===== src/rtl/exc_pkg.sv =====
package exc_pkg;

   typedef enum logic [2:0] {
      EXC_RESET = 3'd0,
      EXC_UND   = 3'd1,
      EXC_SWI   = 3'd2,
      EXC_PABT  = 3'd3,
      EXC_DABT  = 3'd4,
      EXC_IRQ   = 3'd6,
      EXC_FIQ   = 3'd7
   } exc_code_e;

   localparam logic [4:0] MODE_USR = 5'h10;
   localparam logic [4:0] MODE_FIQ = 5'h11;
   localparam logic [4:0] MODE_IRQ = 5'h12;
   localparam logic [4:0] MODE_SVC = 5'h13;
   localparam logic [4:0] MODE_ABT = 5'h17;
   localparam logic [4:0] MODE_UND = 5'h1B;

   localparam int NUM_BANKS = 5;
   localparam int BANK_W    = $clog2(NUM_BANKS);
   localparam int SR_IBIT   = 7;
   localparam int SR_FBIT   = 6;

   typedef struct packed {
      logic              ok;
      logic [BANK_W-1:0] idx;
   } bank_sel_t;

   function automatic logic [4:0] target_mode(input exc_code_e c);
      case (c)
         EXC_UND:            return MODE_UND;
         EXC_PABT, EXC_DABT: return MODE_ABT;
         EXC_IRQ:            return MODE_IRQ;
         EXC_FIQ:            return MODE_FIQ;
         default:            return MODE_SVC;
      endcase
   endfunction

   function automatic logic [3:0] lr_offset(input exc_code_e c);
      return (c == EXC_DABT) ? 4'd8 : 4'd4;
   endfunction

   function automatic bank_sel_t bank_of(input logic [4:0] m);
      bank_sel_t b;
      b.ok = 1'b1;
      case (m)
         MODE_FIQ: b.idx = BANK_W'(0);
         MODE_IRQ: b.idx = BANK_W'(1);
         MODE_SVC: b.idx = BANK_W'(2);
         MODE_ABT: b.idx = BANK_W'(3);
         MODE_UND: b.idx = BANK_W'(4);
         default: begin
            b.ok  = 1'b0;
            b.idx = '0;
         end
      endcase
      return b;
   endfunction

endpackage


===== src/rtl/exc_arbiter.sv =====
module exc_arbiter
   import exc_pkg::*;
(
   input  logic      reset_req,
   input  logic      und_req,
   input  logic      swi_req,
   input  logic      pabt_req,
   input  logic      dabt_req,
   input  logic      irq_req,
   input  logic      fiq_req,
   input  logic      irq_masked,
   input  logic      fiq_masked,
   output logic      hit,
   output exc_code_e code
);

   always_comb begin
      hit  = 1'b1;
      code = EXC_RESET;
      if (reset_req)                    code = EXC_RESET;
      else if (dabt_req)                code = EXC_DABT;
      else if (fiq_req && !fiq_masked)  code = EXC_FIQ;
      else if (irq_req && !irq_masked)  code = EXC_IRQ;
      else if (pabt_req)                code = EXC_PABT;
      else if (und_req)                 code = EXC_UND;
      else if (swi_req)                 code = EXC_SWI;
      else                              hit  = 1'b0;
   end

endmodule


===== src/rtl/exc_bank.sv =====
module exc_bank
   import exc_pkg::*;
#(
   parameter int XLEN = 32,
   parameter int SR_W = 32,
   parameter int NB   = NUM_BANKS
) (
   input  logic              clk,
   input  logic              rst_n,
   input  logic              we,
   input  logic [BANK_W-1:0] wr_idx,
   input  logic [SR_W-1:0]   wr_sr,
   input  logic [XLEN-1:0]   wr_lr,
   input  logic [BANK_W-1:0] rd_idx,
   output logic [SR_W-1:0]   rd_sr,
   output logic [XLEN-1:0]   rd_lr
);

   logic [SR_W-1:0] sr_q [NB];
   logic [XLEN-1:0] lr_q [NB];

   for (genvar g = 0; g < NB; g++) begin : g_bank
      always_ff @(posedge clk or negedge rst_n) begin
         if (!rst_n) begin
            sr_q[g] <= '0;
            lr_q[g] <= '0;
         end else if (we && wr_idx == BANK_W'(g)) begin
            sr_q[g] <= wr_sr;
            lr_q[g] <= wr_lr;
         end
      end
   end

   always_comb begin
      rd_sr = '0;
      rd_lr = '0;
      for (int i = 0; i < NB; i++) begin
         if (rd_idx == BANK_W'(i)) begin
            rd_sr = sr_q[i];
            rd_lr = lr_q[i];
         end
      end
   end

endmodule


===== src/rtl/exc_entry_seq.sv =====
module exc_entry_seq
   import exc_pkg::*;
#(
   parameter int XLEN = 32,
   parameter int SR_W = 32
) (
   input  logic            clk,
   input  logic            rst_n,
   input  logic            reset_req,
   input  logic            und_req,
   input  logic            swi_req,
   input  logic            pabt_req,
   input  logic            dabt_req,
   input  logic            irq_req,
   input  logic            fiq_req,
   input  logic            ret_req,
   input  logic            sr_we,
   input  logic [SR_W-1:0] sr_wdata,
   input  logic [XLEN-1:0] cur_pc,
   output logic [SR_W-1:0] status,
   output logic            pc_load,
   output logic [XLEN-1:0] pc_target,
   output logic            exc_taken,
   output logic [2:0]      exc_code
);

   localparam logic [SR_W-1:0] SR_RESET = SR_W'({2'b11, 1'b0, MODE_SVC});

   if (SR_W < 8) begin : g_bad_sr
      $error("exc_entry_seq: SR_W must be at least 8");
   end
   if (XLEN < 8) begin : g_bad_xlen
      $error("exc_entry_seq: XLEN must be at least 8");
   end

   logic            hit;
   exc_code_e       win_code;
   logic [4:0]      tgt_mode;
   bank_sel_t       cur_b, tgt_b;
   logic            bank_we, ret_go;
   logic [XLEN-1:0] lr_val;
   logic [SR_W-1:0] sr_entry;
   logic [SR_W-1:0] rd_sr;
   logic [XLEN-1:0] rd_lr;

   exc_arbiter u_arb (
      .reset_req  (reset_req),
      .und_req    (und_req),
      .swi_req    (swi_req),
      .pabt_req   (pabt_req),
      .dabt_req   (dabt_req),
      .irq_req    (irq_req),
      .fiq_req    (fiq_req),
      .irq_masked (status[SR_IBIT]),
      .fiq_masked (status[SR_FBIT]),
      .hit        (hit),
      .code       (win_code)
   );

   always_comb begin
      tgt_mode = target_mode(win_code);
      tgt_b    = bank_of(tgt_mode);
      cur_b    = bank_of(status[4:0]);
      bank_we  = hit && (win_code != EXC_RESET);
      ret_go   = ret_req && !hit && cur_b.ok;
      lr_val   = cur_pc + XLEN'(lr_offset(win_code));
      sr_entry = status;
      sr_entry[4:0]    = tgt_mode;
      sr_entry[SR_IBIT] = 1'b1;
      if (win_code == EXC_FIQ) sr_entry[SR_FBIT] = 1'b1;
      if (win_code == EXC_RESET) sr_entry = SR_RESET;
   end

   exc_bank #(.XLEN(XLEN), .SR_W(SR_W), .NB(NUM_BANKS)) u_bank (
      .clk    (clk),
      .rst_n  (rst_n),
      .we     (bank_we),
      .wr_idx (tgt_b.idx),
      .wr_sr  (status),
      .wr_lr  (lr_val),
      .rd_idx (cur_b.idx),
      .rd_sr  (rd_sr),
      .rd_lr  (rd_lr)
   );

   always_ff @(posedge clk or negedge rst_n) begin
      if (!rst_n) begin
         status    <= SR_RESET;
         pc_load   <= 1'b0;
         pc_target <= '0;
         exc_taken <= 1'b0;
         exc_code  <= '0;
      end else begin
         pc_load   <= 1'b0;
         exc_taken <= 1'b0;
         if (hit) begin
            status    <= sr_entry;
            pc_load   <= 1'b1;
            pc_target <= XLEN'({win_code, 2'b00});
            exc_taken <= 1'b1;
            exc_code  <= win_code;
         end else if (ret_go) begin
            status    <= rd_sr;
            pc_load   <= 1'b1;
            pc_target <= rd_lr;
         end else if (sr_we) begin
            status    <= sr_wdata;
         end
      end
   end

endmodule


===== config.mk =====
export PLATFORM = sky130hd
export DESIGN_NAME = exc_entry_seq
export DESIGN_NICKNAME = d
export VERILOG_FILES = /design/src/rtl/exc_pkg.sv /design/src/rtl/exc_arbiter.sv /design/src/rtl/exc_bank.sv /design/src/rtl/exc_entry_seq.sv
export SDC_FILE = /design/constraint.sdc
export NUM_CORES = 1
export LEC_CHECK = 0
export BUFFER_PORTS_ARGS = -buffer_cell sky130_fd_sc_hd__buf_2
export CAP_MARGIN = 15
export CORE_MARGIN = 5
export CORE_UTILIZATION = 60
export CTS_CLUSTER_SIZE = 16
export DETAILED_ROUTE_END_ITERATION = 7
export GPL_TIMING_DRIVEN = 0
export PLACE_DENSITY = 0.85
export SLEW_MARGIN = 25
export SYNTH_ARGS = -nofsm -noshare
export SYNTH_HDL_FRONTEND = slang
export SYNTH_SLANG_ARGS = --single-unit

===== constraint.sdc =====
create_clock -name clk -period 2.68 [get_ports clk]
set_input_delay 0 -clock clk [delete_from_list [all_inputs] [get_ports clk]]
set_output_delay 0 -clock clk [all_outputs]
set_load 0.1 [all_outputs]

==> impl_metrics.json, run 1 <==
{
  "status": "complete, but fails checks",
  "violated_checks": "negative setup slack",
  "finalWeightedCongestion": 0.883,
  "clock_pin_slew_reported_for_the_worst_setup_and_hold_paths_after_clock_tree_synthesis_ns": 0.07,
  "wl_per_cell_um": 24.3,
  "cts_tree": "yes",
  "route.detailed.vias_per_inst": 6.72,
  "synth.cells.most_frequent": "sky130_fd_sc_hd__dfrtp_1 (384), sky130_fd_sc_hd__nor2_1 (209), sky130_fd_sc_hd__a21oi_1 (204)",
  "boundaryPins": 144,
  "stdcell_count": 2303,
  "timing.setup.critical_path_class": "flip-flop to flip-flop",
  "port_buffers": 142,
  "synth_top_area_share_pct": 55.0,
  "worst_slew_pin_slew_ns": 0.851,
  "fin_worst_skew_ns": 0.0172,
  "n_antenna_cell": 0,
  "detail-route-antenna-nets": 0,
  "antenna_found_initial": 1,
  "final_min_period_over_clock_period_pct": 100,
  "crit_required_ns": 3.06,
  "num_vias": 15500,
  "critPathLaunchType": "flip-flop",
  "placed_area_um2": 18800,
  "cap_violations": 0,
  "final.setup.worst_slack_ns": -0.00110,
  "synthesis.area_per_instance_um2": 10.8,
  "grt_max_degree": 83,
  "synth-seq-cells": 389,
  "cts_made_buffers": 41,
  "crit_path_start": "status[6]",
  "fin_util_pct": 73.6,
  "yosysMostFrequentCell": "sky130_fd_sc_hd__dfrtp_1",
  "arrival_ns": 3.06,
  "synthDistinctLibCells": 67,
  "predominant_post_synthesis_flop_cell": "sky130_fd_sc_hd__dfrtp_1",
  "cts.sink_count": 389,
  "worstHoldPathType": "primary input to asynchronous set/reset pin",
  "timing.rr.start": "status[6]",
  "crit_chain": "nand2b_4, a31oi_1, nor2_1, clkbuf_2, clkbuf_1, a21oi_1",
  "drt_wl_total_mm": 56.1,
  "dieArea_um2": 32600,
  "synthesis.area_um2": 17500,
  "postSynthCellCount": 1624,
  "grt_use_total_pct": 33.5,
  "first_global_vias": 15700,
  "yosysWarningCount": 0,
  "power.density_cell_area_nw_per_um2": 761,
  "timing.setup.tns_ns": -0.00110,
  "critPathCaptureType": "flip-flop",
  "synth_nets": 1702,
  "chipHeight_um": 181,
  "cts.htree.levels": 2,
  "seq_area_frac_synth_pct": 55.7,
  "slew_violations": 0,
  "fillerInstances": 1784,
  "dp_hpwl_mm": 35.0,
  "detail_route.drc_violations": 0,
  "pre_cts_ws_ns": -0.225,
  "cts.path.max_buffers": 3,
  "achievable-frequency_mhz": 373,
  "dieWidth_um": 181,
  "report.final.setup_viol": 1,
  "worst_path_dominant_cell_family": "buffers and inverters",
  "buffer_type_at_the_clock_tree_root": "sky130_fd_sc_hd__clkbuf_16",
  "detailedRoute.firstIterationViolations": 2009,
  "synth-edff-count": 0,
  "synth_largest_area_cell": "sky130_fd_sc_hd__dfrtp_1",
  "power_leakage_nw": 9.76,
  "slew-limit-headroom_pct": 43.3,
  "final_cell_area_um2": 21100,
  "insertion_delay_ns": 0.54,
  "vdd_ir_drop_max_mv": 0.606,
  "layout-area-overhead-vs-synth_pct": 20.9,
  "nNetsFinal": 1970,
  "start_util_pct": 60.9,
  "grt_pass1_wl_mm": 87.7,
  "setup_repair_after_global_routing_missed_its_margin": "yes",
  "coreArea_um2": 28700,
  "worst-path-buf-inv": 2,
  "period_needed_ns": 2.68,
  "netlist_top_cells_area": "sky130_fd_sc_hd__dfrtp_1 (55%), sky130_fd_sc_hd__mux2_2 (11%), sky130_fd_sc_hd__a21oi_1 (5.8%)",
  "worst_path_max_delay_cell": "sky130_fd_sc_hd__dfstp_2",
  "placed_cells_incl_taps": 2155,
  "share_of_cells_above_drive_strength_1_pct": 26.5,
  "final-hold-violation-count": 0,
  "first_pass_iters": 6,
  "max_stage_delay_ns": 0.63,
  "floorplan.rows": 62,
  "residual_overflow_from_global_routing": 0,
  "critical_path_peak_fanout": 10,
  "asyncSetResetFlopFracSynth_pct": 100
}
[power breakdown]
group | switching [mW] | internal, mW
Sequential | 0.558 | 6.75
Clock | 2.36 | 3.48
Combinational | 1.79 | 1.15
Total | 4.70 | 11.4
[stage by stage]
stage                     total power [mW]  hold slack [ns]
after floorplan                       9.02           -0.296
after global placement                9.77            0.293
after detailed placement              9.97           -0.152
after CTS                             15.9           0.0182
after global routing                  16.6           0.0249
final                                 16.1           0.0264
[flip-flops by register name, summed over array words and instances, names as in the netlist]
| register | count |
|---|---|
| pc_target | 32 |
| status | 32 |
| u_bank.lr_q | 160 |
| pc_load | 1 |
| exc_code | 3 |
| u_bank.sr_q | 160 |
| exc_taken | 1 |
[worst paths after layout]
| check | to | slack [ns] | cells past startpoint |
|---|---|---|---|
| setup / recovery | u_bank.lr_q[36] | -0.001 | 6 |
| min in group clk | exc_code[1] | 0.05 | 6 |
| hold reg to reg | u_bank.lr_q[26] | 0.48 | 2 |
| hold / removal | status[0] | 0.03 | 2 |
| setup reg to reg | u_bank.lr_q[36] | -0.001 | 6 |
| max in group asynchronous | u_bank.lr_q[111] | 1.14 | 6 |
[kinds of logic (layout without fill, tap and decap cells)]
| group | after synthesis | in the layout | synth area share (%) |
|---|---|---|---|
| compound gates | 495 | 495 | 17.5 |
| fa+ha+maj | 3 | 3 | 0.258 |
| flops | 389 | 389 | 55.7 |
| simple gates | 388 | 388 | 9.89 |
| mux | 181 | 181 | 11.6 |
| xor+xnor | 28 | 28 | 1.40 |
| buf+inv | 140 | 435 | 3.59 |
[layout make-up]
type / instances / area [µm²] / area share, %
repair buffers: 225 / 1640 / 7.75
clock inverters: 12 / 176 / 0.835
multi-input cells: 1095 / 7200 / 34.1
inverters: 6 / 25.0 / 0.118
flip-flops and latches: 389 / 9740 / 46.1
clock buffers: 58 / 1190 / 5.63
well taps: 384 / 480 / 2.27
plain buffers: 134 / 678 / 3.21
[placed cells by master, fill, tap and decap left out, drive strengths merged, types with 4 or more instances in the layout]
| master | instances |
|---|---|
| dfrtp | 384 |
| nand2 | 83 |
| nand4 | 8 |
| nor2 | 213 |
| o21a | 4 |
| xnor2 | 8 |
| clkbuf | 142 |
| and3 | 32 |
| a22oi | 30 |
| a2bb2oi | 28 |
| nand2b | 6 |
| o21ai | 89 |
| nor2b | 6 |
| a21oi | 204 |
| mux2 | 178 |
| or2 | 4 |
| clkinv | 4 |
| xor2 | 20 |
| dlygate4sd3 | 73 |
| inv | 9 |
| a31oi | 51 |
| dfstp | 5 |
| bufinv | 4 |
| nor3 | 7 |
| a211oi | 30 |
| buf | 202 |
| nand3 | 12 |
| a221oi | 37 |
[what timing repair did]
item,CTS,global route
hold buffers,74,0
resized for setup,23,69
pin swaps,1,2
setup endpoints to repair,159,216
hold endpoints to repair,278,0
buffers inserted,1,3
gates cloned,0,0
[routing by layer]
layer | share of wire, % | GRT usage, % | vias to the layer above
met2 | 47 | 53.2 | 1173
met5 | 0.012 | 0 | -
met1 | 36 | 43.6 | 7686
met3 | 11 | 8.60 | 244
met4 | 5.3 | 15.8 | 2
li1 | - | - | 6379
[worst register-to-register path, cell delays in order, from the launching register on]
cell and delay (ns):
sky130_fd_sc_hd__dfstp_2 0.63, sky130_fd_sc_hd__nand2b_4 0.21, sky130_fd_sc_hd__a31oi_1 0.10, sky130_fd_sc_hd__nor2_1 0.30, sky130_fd_sc_hd__clkbuf_2 0.46, sky130_fd_sc_hd__clkbuf_1 0.61
sky130_fd_sc_hd__a21oi_1 0.20
No activity file was read; power rests on OpenSTA's default activity.
==> run 2, diff against run 1 <==
- CORE_ASPECT_RATIO: not set -> 0.75
==> run 2 against run 1 <==
  * The run ends with design-rule violations, negative hold slack, negative setup slack left
  * Maximum frequency fell by 0.73%
  * Final area fell by 0.44%
  * Clock-buffer cell count fell by 1
  * First-iteration DRC count rose by 35%
  * Combinational power barely moved
  * Largest power group unchanged
  * Highest routed layer is now met4
==> impl_metrics.json, run 2 (synthesis gave the netlist of run 1 again) <==
{
  "status": "complete, but fails checks",
  "violated_checks": "design-rule violations, negative hold slack, negative setup slack",
  "holdWs_ns": -0.00697,
  "cts_tree": "yes",
  "detail_route.drc_violations": 1,
  "dieArea_um2": 32700,
  "route.detailed.vias_per_inst": 6.93,
  "critical_path_peak_fanout": 10,
  "num_vias": 16000,
  "antenna_found_initial": 1,
  "detail-route-antenna-nets": 0,
  "wl_per_cell_um": 26.0,
  "chipHeight_um": 158,
  "period_needed_ns": 2.70,
  "worst_slew_pin_slew_ns": 0.934,
  "timing.rr.start": "status[6]",
  "r2r.worst_path.cells": 8,
  "boundaryPins": 144,
  "power.density_cell_area_nw_per_um2": 765,
  "vdd_ir_drop_max_mv": 0.470,
  "grt_max_degree": 97,
  "achievable-frequency_mhz": 370,
  "fin_worst_skew_ns": 0.0218,
  "report.final.setup_viol": 4,
  "worstHoldPathCells": 4,
  "clock_pin_slew_reported_for_the_worst_setup_and_hold_paths_after_clock_tree_synthesis_ns": 0.06,
  "final-hold-violation-count": 1,
  "critPathCaptureType": "flip-flop",
  "grt_pass1_wl_mm": 91.2,
  "crit_path_start": "status[6]",
  "port_buffers": 142,
  "first_global_vias": 16100,
  "cts.path.max_buffers": 3,
  "residual_overflow_from_global_routing": 0,
  "slew_violations": 0,
  "cts.sink_count": 389,
  "dp_hpwl_mm": 36.9,
  "most_frequent_cells_in_the_layout": "sky130_fd_sc_hd__dfrtp_1 (383), sky130_fd_sc_hd__nor2_1 (208), sky130_fd_sc_hd__a21oi_1 (203)",
  "drt_wl_total_mm": 59.9,
  "power_leakage_nw": 9.73,
  "first_pass_iters": 8,
  "worstHoldPathType": "primary input to flip-flop",
  "placed_area_um2": 18800,
  "crit_required_ns": 3.10,
  "slew-limit-headroom_pct": 37.8,
  "detailedRoute.firstIterationViolations": 2720,
  "finalWeightedCongestion": 0.879,
  "final_cell_area_um2": 21000,
  "fillerInstances": 1842,
  "final.setup.worst_slack_ns": -0.0209,
  "start_util_pct": 60.4,
  "most_common_library_cell_in_the_layout_ignoring_fill_and_taps": "sky130_fd_sc_hd__dfrtp_1",
  "final_min_period_over_clock_period_pct": 101,
  "critPathLaunchType": "flip-flop",
  "cts_made_buffers": 38,
  "buffer_type_at_the_clock_tree_root": "sky130_fd_sc_hd__clkbuf_16",
  "hold_path.startpoint": "fiq_req",
  "insertion_delay_ns": 0.55,
  "nNetsFinal": 1961,
  "cap_violations": 0,
  "timing.setup.tns_ns": -0.0544,
  "sequential_cell_area_um2": 9740,
  "cts.htree.levels": 2,
  "multiInputGateArea_um2": 7220,
  "timing.setup.critical_path_class": "flip-flop to flip-flop",
  "stdcell_count": 2305,
  "floorplan.rows": 54,
  "coreArea_um2": 28900,
  "reg_top3": "u_bank.lr_q (160), u_bank.sr_q (160)",
  "dieWidth_um": 207,
  "layout-area-overhead-vs-synth_pct": 20.4,
  "grt_use_total_pct": 35.4,
  "share_of_cells_above_drive_strength_1_pct": 26.6,
  "placed_cells_incl_taps": 2162,
  "arrival_ns": 3.12
}
-- run 2: cell types whose count changed in the layout (fill, tap and decap cells not counted), moves of 2 or more --
cell	change
sky130_fd_sc_hd__clkbuf_16	-2
sky130_fd_sc_hd__dlygate4sd3_1	-6
sky130_fd_sc_hd__o21ai_0	-2
sky130_fd_sc_hd__a221oi_1	+2
sky130_fd_sc_hd__clkbuf_4	-7
sky130_fd_sc_hd__buf_2	+9
sky130_fd_sc_hd__nor3_1	-2
sky130_fd_sc_hd__a221oi_2	-2
sky130_fd_sc_hd__diode_2	+2
-- run 2: timing repair --
| item | in CTS | in global routing |
|---|---|---|
| pin swaps | 3 | 2 |
| hold endpoints to repair | 258 | 0 |
| buffers inserted | 5 | 2 |
| setup endpoints to repair | 211 | 201 |
| hold buffers | 67 | 0 |
| gates resized for setup | 22 | 65 |
-- run 2: final cells by class --
type                    count  share of cell area [%]
flip-flops and latches    389                    46.3
multi-input cells        1095                    34.3
repair buffers            220                    7.45
clock buffers              57                    5.44
plain buffers             133                    3.11
well taps                 392                    2.33
clock inverters            11                   0.886
inverters                   6                   0.119
diodes                      2                  0.0238
-- run 2: path summary, 6_finish.rpt --
| check | slack [ns] | endpoint |
|---|---|---|
| max in group asynchronous | 1.45 | u_bank.lr_q[9] |
| max reg2reg | -0.02 | status[5] |
| min reg2reg | 0.48 | u_bank.lr_q[25] |
| min in group asynchronous | 0.08 | status[8] |
| min | -0.007 | exc_code[0] |
| max | -0.02 | status[5] |
-- run 2: per-layer routing --
metal  track usage, %  wire (µm)
met5                0          0
met4             17.8       3500
met3             12.3       8480
met2             53.4      26200
met1             46.3      21800
-- run 2: worst max-delay path, cell delays in order (launching register included) --
cell	delay (ns)
sky130_fd_sc_hd__dfstp_2	0.63
sky130_fd_sc_hd__nand2b_4	0.21
sky130_fd_sc_hd__nand4b_2	0.16
sky130_fd_sc_hd__nor2_4	0.16
sky130_fd_sc_hd__inv_4	0.12
sky130_fd_sc_hd__nor2_8	0.19
sky130_fd_sc_hd__clkbuf_1	0.60
sky130_fd_sc_hd__a22oi_1	0.22
sky130_fd_sc_hd__o21ai_0	0.27
-- run 2: report_power, final --
| part | internal (mW) | switching (mW) | leakage [nW] |
|---|---|---|---|
| combinational | 1.13 | 1.84 | 4.19 |
| clock | 3.44 | 2.37 | 0.653 |
| sequential | 6.74 | 0.568 | 4.88 |
-- run 2: per-stage QoR --
step	util (%)	power, mW	hold slack (ns)	worst slack [ns]
6_report	72.7	16.1	-0.00697	-0.0209
5_1_grt	72.7	16.5	0.0274	-0.0256
4_1_cts	72.3	15.7	0.00174	0.00159
3_5_place_dp	65.0	9.98	0.0640	-0.408
3_3_place_gp	64.6	9.77	0.292	-6.32
2_1_floorplan	-	9.02	-0.296	0.141
==> run 3, diff against run 2 <==
- CELL_PAD_IN_SITES_DETAIL_PLACEMENT: not set -> 0
- CELL_PAD_IN_SITES_GLOBAL_PLACEMENT: not set -> 2
- CORE_UTILIZATION: 60 -> 40
- PLACE_DENSITY: 0.85 -> not set
- PLACE_DENSITY_LB_ADDON: not set -> 0.08
==> run 3 against run 2 <==
  * The flow finishes with violations (negative hold slack)
  * Sequential share of layout area down 1.1 points
  * Non-clock buffer count up 16
  * Setup slack better by 0.12 ns
  * Sequential cell count unchanged
  * First-iteration DRC count down 54%
  * Die area up 47%
  * Via count down 11%
  * Power up 1.6%
  * Critical path type unchanged
  * Critical endpoint is now pc_target[22]
==> impl_metrics.json, run 3 (synthesis gave the netlist of run 1 again) <==
{
  "detail-route-antenna-nets": 0,
  "reg_top3": "u_bank.lr_q (160), u_bank.sr_q (160)",
  "critical_path_peak_fanout": 10,
  "final_cell_area_um2": 21500,
  "n_antenna_cell": 0,
  "power.density_cell_area_nw_per_um2": 759,
  "achievable-frequency_mhz": 388,
  "report.final.setup_viol": 0,
  "slew_violations": 0,
  "cts_tree": "yes",
  "cts.path.max_buffers": 3,
  "first_global_vias": 14100,
  "grt_pass1_wl_mm": 91.3,
  "first_pass_iters": 5,
  "worstHoldPathCells": 6,
  "cts_made_buffers": 43,
  "clock_pin_slew_reported_for_the_worst_setup_and_hold_paths_after_clock_tree_synthesis_ns": 0.06,
  "slew-limit-headroom_pct": 31.2,
  "insertion_delay_ns": 0.56,
  "layout-area-overhead-vs-synth_pct": 23.2,
  "grt_use_total_pct": 24.7,
  "residual_overflow_from_global_routing": 0,
  "antenna_found_initial": 1,
  "vdd_ir_drop_max_mv": 0.657,
  "route.detailed.vias_per_inst": 5.69,
  "grt_max_degree": 91,
  "coreArea_um2": 43300,
  "detailedRoute.firstIterationViolations": 1258,
  "worstHoldPathType": "primary input to flip-flop",
  "cap_violations": 0,
  "power_leakage_nw": 9.87,
  "arrival_ns": 2.98,
  "status": "complete, but fails checks",
  "buffer_type_at_the_clock_tree_root": "sky130_fd_sc_hd__clkbuf_16",
  "timing.setup.critical_path_class": "flip-flop to flip-flop",
  "fin_worst_skew_ns": 0.0213,
  "crit_required_ns": 3.09,
  "port_buffers": 142,
  "final-hold-violation-count": 1,
  "cts.sink_count": 389,
  "share_of_cells_above_drive_strength_1_pct": 27.1,
  "cts.htree.levels": 2,
  "most_frequent_cells_in_the_layout": "sky130_fd_sc_hd__dfrtp_1 (383), sky130_fd_sc_hd__nor2_1 (209), sky130_fd_sc_hd__a21oi_1 (204)",
  "worst_slew_pin_slew_ns": 1.03,
  "nNetsFinal": 1982,
  "period_needed_ns": 2.58,
  "timing.setup.tns_ns": 0,
  "violated_checks": "negative hold slack",
  "dieWidth_um": 251,
  "final_min_period_over_clock_period_pct": 96.1,
  "dieArea_um2": 48000,
  "finalWeightedCongestion": 0.795,
  "start_util_pct": 40.4,
  "dp_hpwl_mm": 41.6,
  "detail_route.drc_violations": 0,
  "stdcell_count": 2511,
  "wl_per_cell_um": 24.0,
  "placed_cells_incl_taps": 2348,
  "placed_area_um2": 19000,
  "chipHeight_um": 191,
  "most_common_library_cell_in_the_layout_ignoring_fill_and_taps": "sky130_fd_sc_hd__dfrtp_1",
  "holdWs_ns": -0.0192,
  "r2r.worst_path.cells": 7,
  "fin_util_pct": 49.8,
  "floorplan.rows": 66,
  "critPathLaunchType": "flip-flop",
  "num_vias": 14300,
  "critPathCaptureType": "flip-flop",
  "boundaryPins": 144,
  "drt_wl_total_mm": 60.3
}
## run 3: cell count changes in the layout (fill, tap and decap cells not counted), sizes merged
cell         previous run  this run
inv                     7         8
clkbuf                133       134
diode                   2         0
dlygate4sd3            67        74
buf                   210       219
clkinv                  4         8
## run 3: path summary, 6_finish.rpt
check                            endpoint  slack [ns]      startpoint
max                         pc_target[22]        0.10       status[0]
min                           exc_code[0]       -0.02         irq_req
max reg2reg                 pc_target[22]        0.10       status[0]
min reg2reg                u_bank.lr_q[9]        0.48  u_bank.lr_q[9]
max in group asynchronous   pc_target[10]        1.47           rst_n
min in group asynchronous      status[23]           0           rst_n
## run 3: stage by stage
stage	power, mW	setup WS [ns]
finish	16.4	0.104
global route	17.1	-0.0134
CTS	16.4	0.00154
detailed placement	10.0	-0.652
global placement	9.94	-7.16
floorplan	9.02	0.141
## run 3: final cells by class
cell class / instances / area (µm²)
Fill cell: 4082 / 21700
Sequential cell: 389 / 9740
Inverter: 6 / 30.0
Buffer: 134 / 669
Tap cell: 578 / 723
Clock inverter: 16 / 230
Multi-Input combinational cell: 1095 / 7220
Timing Repair Buffer: 235 / 1680
Clock buffer: 58 / 1230
## run 3: what timing repair did
item | in CTS | in global routing
resized for setup | 32 | 56
pin swaps | 4 | 3
hold buffers | 74 | 0
hold endpoints to repair | 505 | 0
buffers inserted | 7 | 8
endpoints found under the setup margin | 184 | 226
## run 3: worst max-delay path, cell delays in order, from the launching register on
cell	delay [ns]
sky130_fd_sc_hd__dfstp_2	0.60
sky130_fd_sc_hd__and2b_1	0.22
sky130_fd_sc_hd__o221ai_2	0.23
sky130_fd_sc_hd__nand3_4	0.24
sky130_fd_sc_hd__nor2_1	0.28
sky130_fd_sc_hd__clkbuf_2	0.36
sky130_fd_sc_hd__buf_2	0.37
sky130_fd_sc_hd__a211oi_1	0.13
## run 3: layer usage
metal / GRT usage [%] / share of wire (%)
met1: 38.7 / 50
met2: 35.9 / 42
met3: 4.96 / 6.1
met4: 4.66 / 1.5
met5: 0 / 0
## run 3: report_power, final
group / internal, mW / switching, mW
logic: 1.16 / 1.74
clock network: 3.71 / 2.51
registers: 6.75 / 0.484
total: 11.6 / 4.74
